==> src/rtl/dma4_pkg.sv <==
package dma4_pkg;

  typedef enum logic [1:0] {
    ADR_INC     = 2'd0,
    ADR_DEC     = 2'd1,
    ADR_FIX     = 2'd2,
    ADR_INC_RLD = 2'd3
  } adr_mode_e;

  typedef enum logic [1:0] {
    TRG_NOW     = 2'd0,
    TRG_VBLANK  = 2'd1,
    TRG_HBLANK  = 2'd2,
    TRG_SPECIAL = 2'd3
  } trig_e;

  typedef enum logic [1:0] {
    SEL_SRC = 2'd0,
    SEL_DST = 2'd1,
    SEL_CNT = 2'd2,
    SEL_CTL = 2'd3
  } reg_sel_e;

  typedef enum logic [1:0] {
    MV_IDLE  = 2'd0,
    MV_READ  = 2'd1,
    MV_WRITE = 2'd2
  } mv_state_e;

  // control word bit positions
  localparam int CTL_DST_LSB = 5;
  localparam int CTL_SRC_LSB = 7;
  localparam int CTL_RPT     = 9;
  localparam int CTL_WORD    = 10;
  localparam int CTL_TRG_LSB = 12;
  localparam int CTL_IE      = 14;
  localparam int CTL_EN      = 15;
  localparam logic [15:0] CTL_KEEP_MASK = 16'h7FE0;

  function automatic logic [31:0] step_addr(input logic [31:0] a,
                                            input adr_mode_e mode,
                                            input logic word);
    logic [31:0] unit;
    unit = word ? 32'd4 : 32'd2;
    case (mode)
      ADR_DEC: step_addr = a - unit;
      ADR_FIX: step_addr = a;
      default: step_addr = a + unit;
    endcase
  endfunction

endpackage

==> src/rtl/dma4_chan.sv <==
module dma4_chan
  import dma4_pkg::*;
#(
  parameter int CNT_W    = 17,
  parameter int ZERO_CNT = 16384
) (
  input  logic             clk,
  input  logic             rst_n,
  input  logic             wr_en,
  input  logic [1:0]       wr_sel,
  input  logic [31:0]      wr_data,
  input  logic             hblank,
  input  logic             vblank,
  input  logic             active,
  input  logic             unit_done,
  output logic             pend_o,
  output logic [31:0]      wsrc_o,
  output logic [31:0]      wdst_o,
  output logic             word_o,
  output logic             last_o,
  output logic [31:0]      src_reg_o,
  output logic [31:0]      dst_reg_o,
  output logic [15:0]      cnt_reg_o,
  output logic [15:0]      ctl_reg_o,
  output logic             irq_o
);

  logic [31:0]      src_q, src_d, dst_q, dst_d, wsrc_q, wsrc_d, wdst_q, wdst_d;
  logic [15:0]      cnt_q, cnt_d, ctl_q, ctl_d;
  logic [CNT_W-1:0] wcnt_q, wcnt_d, reload;
  logic             pend_q, pend_d, irq_q, irq_d;
  logic             finish, ctl_wr;
  trig_e            trg;
  adr_mode_e        smode, dmode;

  assign trg    = trig_e'(ctl_q[CTL_TRG_LSB +: 2]);
  assign smode  = adr_mode_e'(ctl_q[CTL_SRC_LSB +: 2]);
  assign dmode  = adr_mode_e'(ctl_q[CTL_DST_LSB +: 2]);
  assign reload = (cnt_q == 16'd0) ? CNT_W'(ZERO_CNT) : CNT_W'(cnt_q);
  assign finish = active && unit_done && last_o;
  assign ctl_wr = wr_en && (wr_sel == SEL_CTL);

  always_comb begin
    src_d  = src_q;
    dst_d  = dst_q;
    cnt_d  = cnt_q;
    ctl_d  = ctl_q;
    wsrc_d = wsrc_q;
    wdst_d = wdst_q;
    wcnt_d = wcnt_q;
    pend_d = pend_q;
    irq_d  = 1'b0;
    // blank-timed triggers
    if (ctl_q[CTL_EN] && !pend_q &&
        (((trg == TRG_VBLANK) && vblank) || ((trg == TRG_HBLANK) && hblank)))
      pend_d = 1'b1;
    // unit progress and end of run
    if (active && unit_done) begin
      wsrc_d = step_addr(wsrc_q, smode, ctl_q[CTL_WORD]);
      wdst_d = step_addr(wdst_q, dmode, ctl_q[CTL_WORD]);
      wcnt_d = wcnt_q - CNT_W'(1);
      if (last_o) begin
        pend_d = 1'b0;
        irq_d  = ctl_q[CTL_IE];
        if (ctl_q[CTL_RPT]) begin
          wcnt_d = reload;
          if (dmode == ADR_INC_RLD) wdst_d = dst_q;
        end else begin
          ctl_d = ctl_q & CTL_KEEP_MASK;
        end
      end
    end
    // register writes
    if (wr_en) begin
      case (reg_sel_e'(wr_sel))
        SEL_SRC: src_d = {wr_data[31:1], 1'b0};
        SEL_DST: dst_d = {wr_data[31:1], 1'b0};
        SEL_CNT: cnt_d = wr_data[15:0];
        default: begin
          ctl_d = wr_data[15:0];
          if (wr_data[CTL_EN] && !ctl_q[CTL_EN]) begin
            wsrc_d = src_q;
            wdst_d = dst_q;
            wcnt_d = reload;
            pend_d = (trig_e'(wr_data[CTL_TRG_LSB +: 2]) == TRG_NOW);
          end
        end
      endcase
    end
  end

  always_ff @(posedge clk or negedge rst_n) begin
    if (!rst_n) begin
      src_q  <= '0;
      dst_q  <= '0;
      cnt_q  <= '0;
      ctl_q  <= '0;
      wsrc_q <= '0;
      wdst_q <= '0;
      wcnt_q <= '0;
      pend_q <= 1'b0;
      irq_q  <= 1'b0;
    end else begin
      src_q  <= src_d;
      dst_q  <= dst_d;
      cnt_q  <= cnt_d;
      ctl_q  <= ctl_d;
      wsrc_q <= wsrc_d;
      wdst_q <= wdst_d;
      wcnt_q <= wcnt_d;
      pend_q <= pend_d;
      irq_q  <= irq_d;
    end
  end

  assign pend_o    = pend_q;
  assign wsrc_o    = wsrc_q;
  assign wdst_o    = wdst_q;
  assign word_o    = ctl_q[CTL_WORD];
  assign last_o    = (wcnt_q == CNT_W'(1));
  assign src_reg_o = src_q;
  assign dst_reg_o = dst_q;
  assign cnt_reg_o = cnt_q;
  assign ctl_reg_o = ctl_q;
  assign irq_o     = irq_q;

  assert_addr_even_R1: assert property (@(posedge clk) disable iff (!rst_n)
    (src_q[0] == 1'b0) && (dst_q[0] == 1'b0));

  assert_enable_clears_R9: assert property (@(posedge clk) disable iff (!rst_n)
    (finish && !ctl_q[CTL_RPT] && !ctl_wr) |=> !ctl_q[CTL_EN]);

  assert_repeat_keeps_enable_R10: assert property (@(posedge clk) disable iff (!rst_n)
    (finish && ctl_q[CTL_RPT] && ctl_q[CTL_EN] && !ctl_wr) |=> (ctl_q[CTL_EN] && !pend_q));

  assert_irq_needs_ie_R11: assert property (@(posedge clk) disable iff (!rst_n)
    irq_q |-> $past(ctl_q[CTL_IE]));

endmodule

==> src/rtl/dma4_arb.sv <==
module dma4_arb #(
  parameter int NCH  = 4,
  parameter int CH_W = 2
) (
  input  logic [NCH-1:0]  req,
  output logic            any,
  output logic [CH_W-1:0] idx
);

  always_comb begin
    any = 1'b0;
    idx = '0;
    for (int i = NCH - 1; i >= 0; i--) begin
      if (req[i]) begin
        any = 1'b1;
        idx = CH_W'(i);
      end
    end
  end

endmodule

==> src/rtl/dma4_mover.sv <==
module dma4_mover
  import dma4_pkg::*;
#(
  parameter int CH_W = 2
) (
  input  logic            clk,
  input  logic            rst_n,
  input  logic            pick_any,
  input  logic [CH_W-1:0] pick_idx,
  input  logic [31:0]     ch_src,
  input  logic [31:0]     ch_dst,
  input  logic            ch_word,
  input  logic            ch_last,
  output logic [CH_W-1:0] act_ch,
  output logic            busy,
  output logic            unit_done,
  output logic            bus_req,
  output logic            bus_we,
  output logic            bus_word,
  output logic [31:0]     bus_addr,
  output logic [31:0]     bus_wdata,
  input  logic [31:0]     bus_rdata,
  input  logic            bus_ack
);

  mv_state_e       state_q, state_d;
  logic [CH_W-1:0] act_q, act_d;
  logic [31:0]     data_q, data_d, amask;

  always_comb begin
    state_d   = state_q;
    act_d     = act_q;
    data_d    = data_q;
    unit_done = 1'b0;
    case (state_q)
      MV_IDLE: if (pick_any) begin
        act_d   = pick_idx;
        state_d = MV_READ;
      end
      MV_READ: if (bus_ack) begin
        data_d  = bus_rdata;
        state_d = MV_WRITE;
      end
      MV_WRITE: if (bus_ack) begin
        unit_done = 1'b1;
        state_d   = ch_last ? MV_IDLE : MV_READ;
      end
      default: state_d = MV_IDLE;
    endcase
  end

  always_ff @(posedge clk or negedge rst_n) begin
    if (!rst_n) begin
      state_q <= MV_IDLE;
      act_q   <= '0;
      data_q  <= '0;
    end else begin
      state_q <= state_d;
      act_q   <= act_d;
      data_q  <= data_d;
    end
  end

  assign amask     = ch_word ? 32'hFFFF_FFFC : 32'hFFFF_FFFE;
  assign act_ch    = act_q;
  assign busy      = (state_q != MV_IDLE);
  assign bus_req   = (state_q != MV_IDLE);
  assign bus_we    = (state_q == MV_WRITE);
  assign bus_word  = ch_word;
  assign bus_addr  = ((state_q == MV_WRITE) ? ch_dst : ch_src) & amask;
  assign bus_wdata = data_q;

  assert_req_held_R8: assert property (@(posedge clk) disable iff (!rst_n)
    (bus_req && !bus_ack) |=> (bus_req && $stable(bus_addr) && $stable(bus_we)));

  assert_write_follows_read_R8: assert property (@(posedge clk) disable iff (!rst_n)
    (bus_req && !bus_we && bus_ack) |=> (bus_req && bus_we));

  assert_addr_aligned_R2: assert property (@(posedge clk) disable iff (!rst_n)
    bus_req |-> (!bus_addr[0] && (!bus_word || !bus_addr[1])));

endmodule

==> src/rtl/dma4_engine.sv <==
module dma4_engine
  import dma4_pkg::*;
#(
  parameter int NCH       = 4,
  parameter int SHORT_MAX = 16384,
  parameter int LONG_MAX  = 65536,
  localparam int CH_W     = $clog2(NCH),
  localparam int CNT_W    = $clog2(LONG_MAX + 1)
) (
  input  logic            clk,
  input  logic            rst_n,
  input  logic            cfg_we,
  input  logic [CH_W-1:0] cfg_ch,
  input  logic [1:0]      cfg_sel,
  input  logic [31:0]     cfg_wdata,
  input  logic [CH_W-1:0] rd_ch,
  input  logic [1:0]      rd_sel,
  output logic [31:0]     rd_data,
  input  logic            hblank_pulse,
  input  logic            vblank_pulse,
  output logic            bus_req,
  output logic            bus_we,
  output logic            bus_word,
  output logic [31:0]     bus_addr,
  output logic [31:0]     bus_wdata,
  input  logic [31:0]     bus_rdata,
  input  logic            bus_ack,
  output logic [NCH-1:0]  irq
);

  logic [NCH-1:0]  pend, word, last;
  logic [31:0]     wsrc [NCH], wdst [NCH], src_r [NCH], dst_r [NCH];
  logic [15:0]     cnt_r [NCH], ctl_r [NCH];
  logic            pick_any, busy, unit_done;
  logic [CH_W-1:0] pick_idx, act_ch;

  for (genvar g = 0; g < NCH; g++) begin : g_ch
    dma4_chan #(
      .CNT_W    (CNT_W),
      .ZERO_CNT ((g == NCH - 1) ? LONG_MAX : SHORT_MAX)
    ) u_chan (
      .clk       (clk),
      .rst_n     (rst_n),
      .wr_en     (cfg_we && (cfg_ch == CH_W'(g))),
      .wr_sel    (cfg_sel),
      .wr_data   (cfg_wdata),
      .hblank    (hblank_pulse),
      .vblank    (vblank_pulse),
      .active    (busy && (act_ch == CH_W'(g))),
      .unit_done (unit_done),
      .pend_o    (pend[g]),
      .wsrc_o    (wsrc[g]),
      .wdst_o    (wdst[g]),
      .word_o    (word[g]),
      .last_o    (last[g]),
      .src_reg_o (src_r[g]),
      .dst_reg_o (dst_r[g]),
      .cnt_reg_o (cnt_r[g]),
      .ctl_reg_o (ctl_r[g]),
      .irq_o     (irq[g])
    );
  end

  dma4_arb #(.NCH(NCH), .CH_W(CH_W)) u_arb (
    .req (pend),
    .any (pick_any),
    .idx (pick_idx)
  );

  dma4_mover #(.CH_W(CH_W)) u_mover (
    .clk       (clk),
    .rst_n     (rst_n),
    .pick_any  (pick_any),
    .pick_idx  (pick_idx),
    .ch_src    (wsrc[act_ch]),
    .ch_dst    (wdst[act_ch]),
    .ch_word   (word[act_ch]),
    .ch_last   (last[act_ch]),
    .act_ch    (act_ch),
    .busy      (busy),
    .unit_done (unit_done),
    .bus_req   (bus_req),
    .bus_we    (bus_we),
    .bus_word  (bus_word),
    .bus_addr  (bus_addr),
    .bus_wdata (bus_wdata),
    .bus_rdata (bus_rdata),
    .bus_ack   (bus_ack)
  );

  always_comb begin
    case (reg_sel_e'(rd_sel))
      SEL_SRC: rd_data = src_r[rd_ch];
      SEL_DST: rd_data = dst_r[rd_ch];
      SEL_CNT: rd_data = {16'h0, cnt_r[rd_ch]};
      default: rd_data = {16'h0, ctl_r[rd_ch]};
    endcase
  end

  assert_single_irq_R11: assert property (@(posedge clk) disable iff (!rst_n)
    $onehot0(irq));

  assert_irq_only_after_unit_R11: assert property (@(posedge clk) disable iff (!rst_n)
    (|irq) |-> $past(unit_done));

endmodule

==> config.mk <==
export PLATFORM = sky130hd
export DESIGN_NAME = dma4_engine
export DESIGN_NICKNAME = d
export VERILOG_FILES = /design/src/rtl/dma4_pkg.sv /design/src/rtl/dma4_chan.sv /design/src/rtl/dma4_arb.sv /design/src/rtl/dma4_mover.sv /design/src/rtl/dma4_engine.sv
export SDC_FILE = /design/constraint.sdc
export NUM_CORES = 2
export LEC_CHECK = 0
export BUFFER_PORTS_ARGS = -buffer_cell sky130_fd_sc_hd__buf_4
export CAP_MARGIN = 0
export CORE_AREA = 2 2 338 340
export DETAILED_ROUTE_END_ITERATION = 8
export DIE_AREA = 0 0 340 342
export GPL_ROUTABILITY_DRIVEN = 0
export SLEW_MARGIN = 10
export SYNTH_ARGS = -nofsm -noshare
export SYNTH_HDL_FRONTEND = slang
export SYNTH_SLANG_ARGS = --single-unit
==> constraint.sdc <==
create_clock -name clk -period 3.9 [get_ports clk]
set_clock_uncertainty 0.2 [all_clocks]
set_input_delay 0 -clock clk [delete_from_list [all_inputs] [get_ports clk]]
set_output_delay 0 -clock clk [all_outputs]
set_load 0.1 [all_outputs]
==> metrics <==
total congestion overflow=0; commonest cells in the netlist=dfrtp_1 (736), nand2_1 (618), nor2_1 (493); minimum clock period=3.82 ns; clock network fraction of total power=0.191; share of cells above drive strength 1=0.223; simple-gate area share of the yosys netlist=0.174; x dimension of the die=340 µm; clock network latency to the later pin of the worst-skew pair=0.69 ns; switching component of the power=21.9 mW; Warnings, synthesis=0; area added between synthesis and finish=17.6%; Post-synth EDFFs=0; clock tree from TritonCTS=done; WL final=213,000 µm; Max Fclk=262 MHz; All-Layer GR Usage=0.359; IR drop worst, VDD=0.479 mV; distinct cell type count after synthesis=97; P_int=23.5 mW; #FFs+latches synth=736; primary flip-flop cell chosen by synthesis mapping=dfrtp_1; Max-Cap Viols=0; Net count, final=5,992; die area=116,000 µm²; leak pwr=24.8 nW; HP Class=in -> reg; endpoints failing hold=0; transition time at the pin with the least slew margin=1.32 ns; clock transition at the register clock pins on the worst setup and hold paths after CTS=0.06 ns; Synth Area in Compound Gates=0.185; critical path data arrival time=4.22 ns; pin count of the biggest net entering global routing=110; Crit. End Element=flop; utilization after layout=0.522; fraction of the cycle the final worst path needs=0.979; share of flip-flops with an asynchronous set or reset=1.00; Avg WL per Cell=29.0 µm; sequential cell area fraction in the yosys report=0.367; synthesized area divided by synthesized cell count=9.20 µm²; drt pass-1 iters=6; die height=342 µm; residual antenna-violating net count after detailed routing=0; placeable core area=113,000 µm²; synth top area cells=dfrtp_1 (37%), mux2_2 (8.3%), mux4_2 (7.8%); Power Dens Cells=769 nW/µm²; total negative slack=0 ns; number of violations reported at the end of detailed-routing iteration 0=6,513; DRC violation count after routing=0; count of boundary I/O pins=181; sink count of the clock tree=736; share of synthesized cell area in full adder, half adder and majority cells=0.0361; Detailed Place HPWL=156,000 µm; post-route worst setup slack=0.0817 ns; H-tree level count=3; cell type with the highest aggregate area in the netlist=dfrtp_1; synthesized net count=5,685; wire length of the first global-routing pass=311,000 µm; outcome=finished, final reports clean; count leader, synth=dfrtp_1; Setup Crit Path Kind=reg -> reg; number of slew-limit violations in the final report=0; num rows=124; Num CTS Buffers=89; initial antenna violation count=13; Syn Inst Count=5,463; maximum clock path buffer count=3; mux share of post-synthesis cell area=0.170; synthesized-area fraction occupied by xor and xnor cells=0.0310; Initial Util=0.444; number of global-route vias before repair=44,700; Setup crit start kind=flop; share of the synthesized area in the top cell type=0.367; drt via density=6.56; data required time at the worst endpoint=4.30 ns; count of final setup violators=0; Root Buffer=clkbuf_16; Placement Setup Slack=-0.184 ns; part of the total power dissipated in combinational logic=0.508; detailed-route via count=48,200; part of the total power dissipated in sequential elements=0.302; main combinational cell family by area after synthesis=compound AO/OA/AOI/OAI gates; total standard cell area after synthesis=50,200 µm²; largest fanout on the critical path=4; count of port buffers added during placement=179; switching fraction of total power=0.483; Relative slew margins=0.120
## layout by cell type, fill, tap and decap left out, types with 17 or more instances in the layout
master,netlist,layout
dfrtp_1,736,732
o22a_1,32,32
inv_1,84,82
nor2b_1,46,43
a21o_1,71,71
nand2_1,618,616
dlygate4sd3_1,0,124
and3_1,58,58
nand4_1,41,41
nor2_1,493,482
o31ai_1,26,22
a31oi_1,86,84
o22ai_1,71,71
o21ai_0,384,378
or3_1,47,47
clkbuf_1,316,17
nand3b_1,19,19
mux2_2,370,370
a22o_1,28,28
or4_1,31,31
nor4_1,82,80
a211oi_1,22,21
ha_1,144,139
o211ai_1,25,25
a32oi_1,19,19
xnor2_1,93,93
nor3_1,127,126
o21a_1,42,42
nand2b_1,39,35
or2_2,32,32
xor2_1,85,85
o221ai_1,20,19
buf_4,5,460
and2_1,38,37
mux4_2,173,173
a21oi_1,419,411
nand3_1,126,126
mux2i_1,49,48
a22oi_1,47,47
clkbuf_16,0,90
## worst paths after layout
| check | depth (start not counted) | start | slack, ns | end |
|---|---|---|---|---|
| min in group asynchronous | 4 | rst_n | 0.47 | g_ch[3].u_chan.wsrc_o[29]$_DFF_PN0_ |
| max in group asynchronous | 4 | rst_n | 2.38 | g_ch[0].u_chan.cnt_reg_o[15]$_DFFE_PN0P_ |
| hold / removal | 3 | cfg_wdata[17] | 0.03 | g_ch[3].u_chan.src_reg_o[17]$_DFFE_PN0P_ |
| setup reg to reg | 12 | g_ch[3].u_chan.ctl_reg_o[10]$_DFFE_PN0P_ | 0.08 | g_ch[3].u_chan.wdst_o[26]$_DFF_PN0_ |
| hold reg to reg | 1 | g_ch[0].u_chan.ctl_reg_o[4]$_DFF_PN0_ | 0.30 | g_ch[0].u_chan.ctl_reg_o[4]$_DFF_PN0_ |
| setup / recovery | 12 | g_ch[3].u_chan.ctl_reg_o[10]$_DFFE_PN0P_ | 0.08 | g_ch[3].u_chan.wdst_o[26]$_DFF_PN0_ |
## cell families (layout without fill, tap and decap cells)
logic type | after synthesis | after routing
and+or+nand+nor | 1856 | 1856
AOI/OAI and AO/OA | 1480 | 1480
DFF | 736 | 736
muxes | 592 | 592
buffers and inverters | 475 | 850
xor gates and xnor gates | 178 | 178
adders and majority gates | 145 | 145
other | 1 | 3
## critical path: stages (launching register included)
cell and delay [ns]:
dfrtp_1 0.49, inv_1 0.24, ha_1 0.29, nor2b_1 0.34, o2111ai_1 0.32, o41ai_1 0.64, buf_4 0.22, nor2_1 0.07
o22ai_1 0.33, xor2_1 0.24, xnor2_1 0.14, nor2_1 0.05, o21ai_0 0.17
## power by group through the flow
| stage | sequential [mW] | combinational (mW) | clock, mW |
|---|---|---|---|
| after CTS | 13.5 | 22.3 | 8.74 |
| final | 13.7 | 23.1 | 8.66 |
| after global placement | 13.6 | 21.8 | 0 |
| after detailed placement | 13.6 | 22.0 | 0 |
| after global routing | 13.9 | 24.4 | 9.04 |
| after floorplan | 12.8 | 15.4 | 0 |
## registers in the layout, summed over array words and instances, names as in the netlist
signal                 flops
g_ch.u_chan.dst_reg_o    124
g_ch.u_chan.src_reg_o    124
g_ch.u_chan.wdst_o       124
g_ch.u_chan.wsrc_o       124
g_ch.u_chan.wcnt_q        68
g_ch.u_chan.cnt_reg_o     64
g_ch.u_chan.ctl_reg_o     64
u_mover.bus_wdata         32
g_ch.u_chan.irq_o          4
g_ch.u_chan.pend_o         4
u_mover.act_ch             2
u_mover.state_q            2
## per-stage QoR
step,std cells,power (mW),instance area [µm²],hold WS (ns)
detailed placement,7058,35.7,54500,-0.134
finish,7352,45.4,59100,0.0298
CTS,7344,44.5,58800,0.000693
global placement,7058,35.4,54500,-0.142
global route,7350,47.3,59100,0.0174
floorplan,5463,28.2,50300,-0.496
## final cells by class
| type | count | area (µm²) |
|---|---|---|
| multi-input combinational | 4252 | 30400 |
| tap | 1512 | 1890 |
| sequential | 736 | 18400 |
| timing repair buffer | 603 | 5040 |
| fill | 10300 | 54000 |
| clock inverter | 36 | 445 |
| inverter | 87 | 337 |
| antenna | 2 | 5.00 |
| timing repair inverter | 1 | 7.51 |
| clock buffer | 123 | 2540 |
## routing by layer
layer,vias to the layer above,wire length (µm),track usage
met4,10,14300,0.201
met2,3050,87900,0.510
met1,23600,85300,0.493
met5,-,65,0
li1,21000,-,-
met3,581,25400,0.0956
## repair_timing
item | in CTS | in global routing
hold endpoints to repair | 1186 | 0
pin swaps | 1 | 4
hold buffers | 125 | 0
setup endpoints to repair | 8 | 45
setup buffers | 1 | 5
resized for setup | 7 | 49
cloned | 1 | 1
No activity file was read; power rests on OpenSTA's default activity.
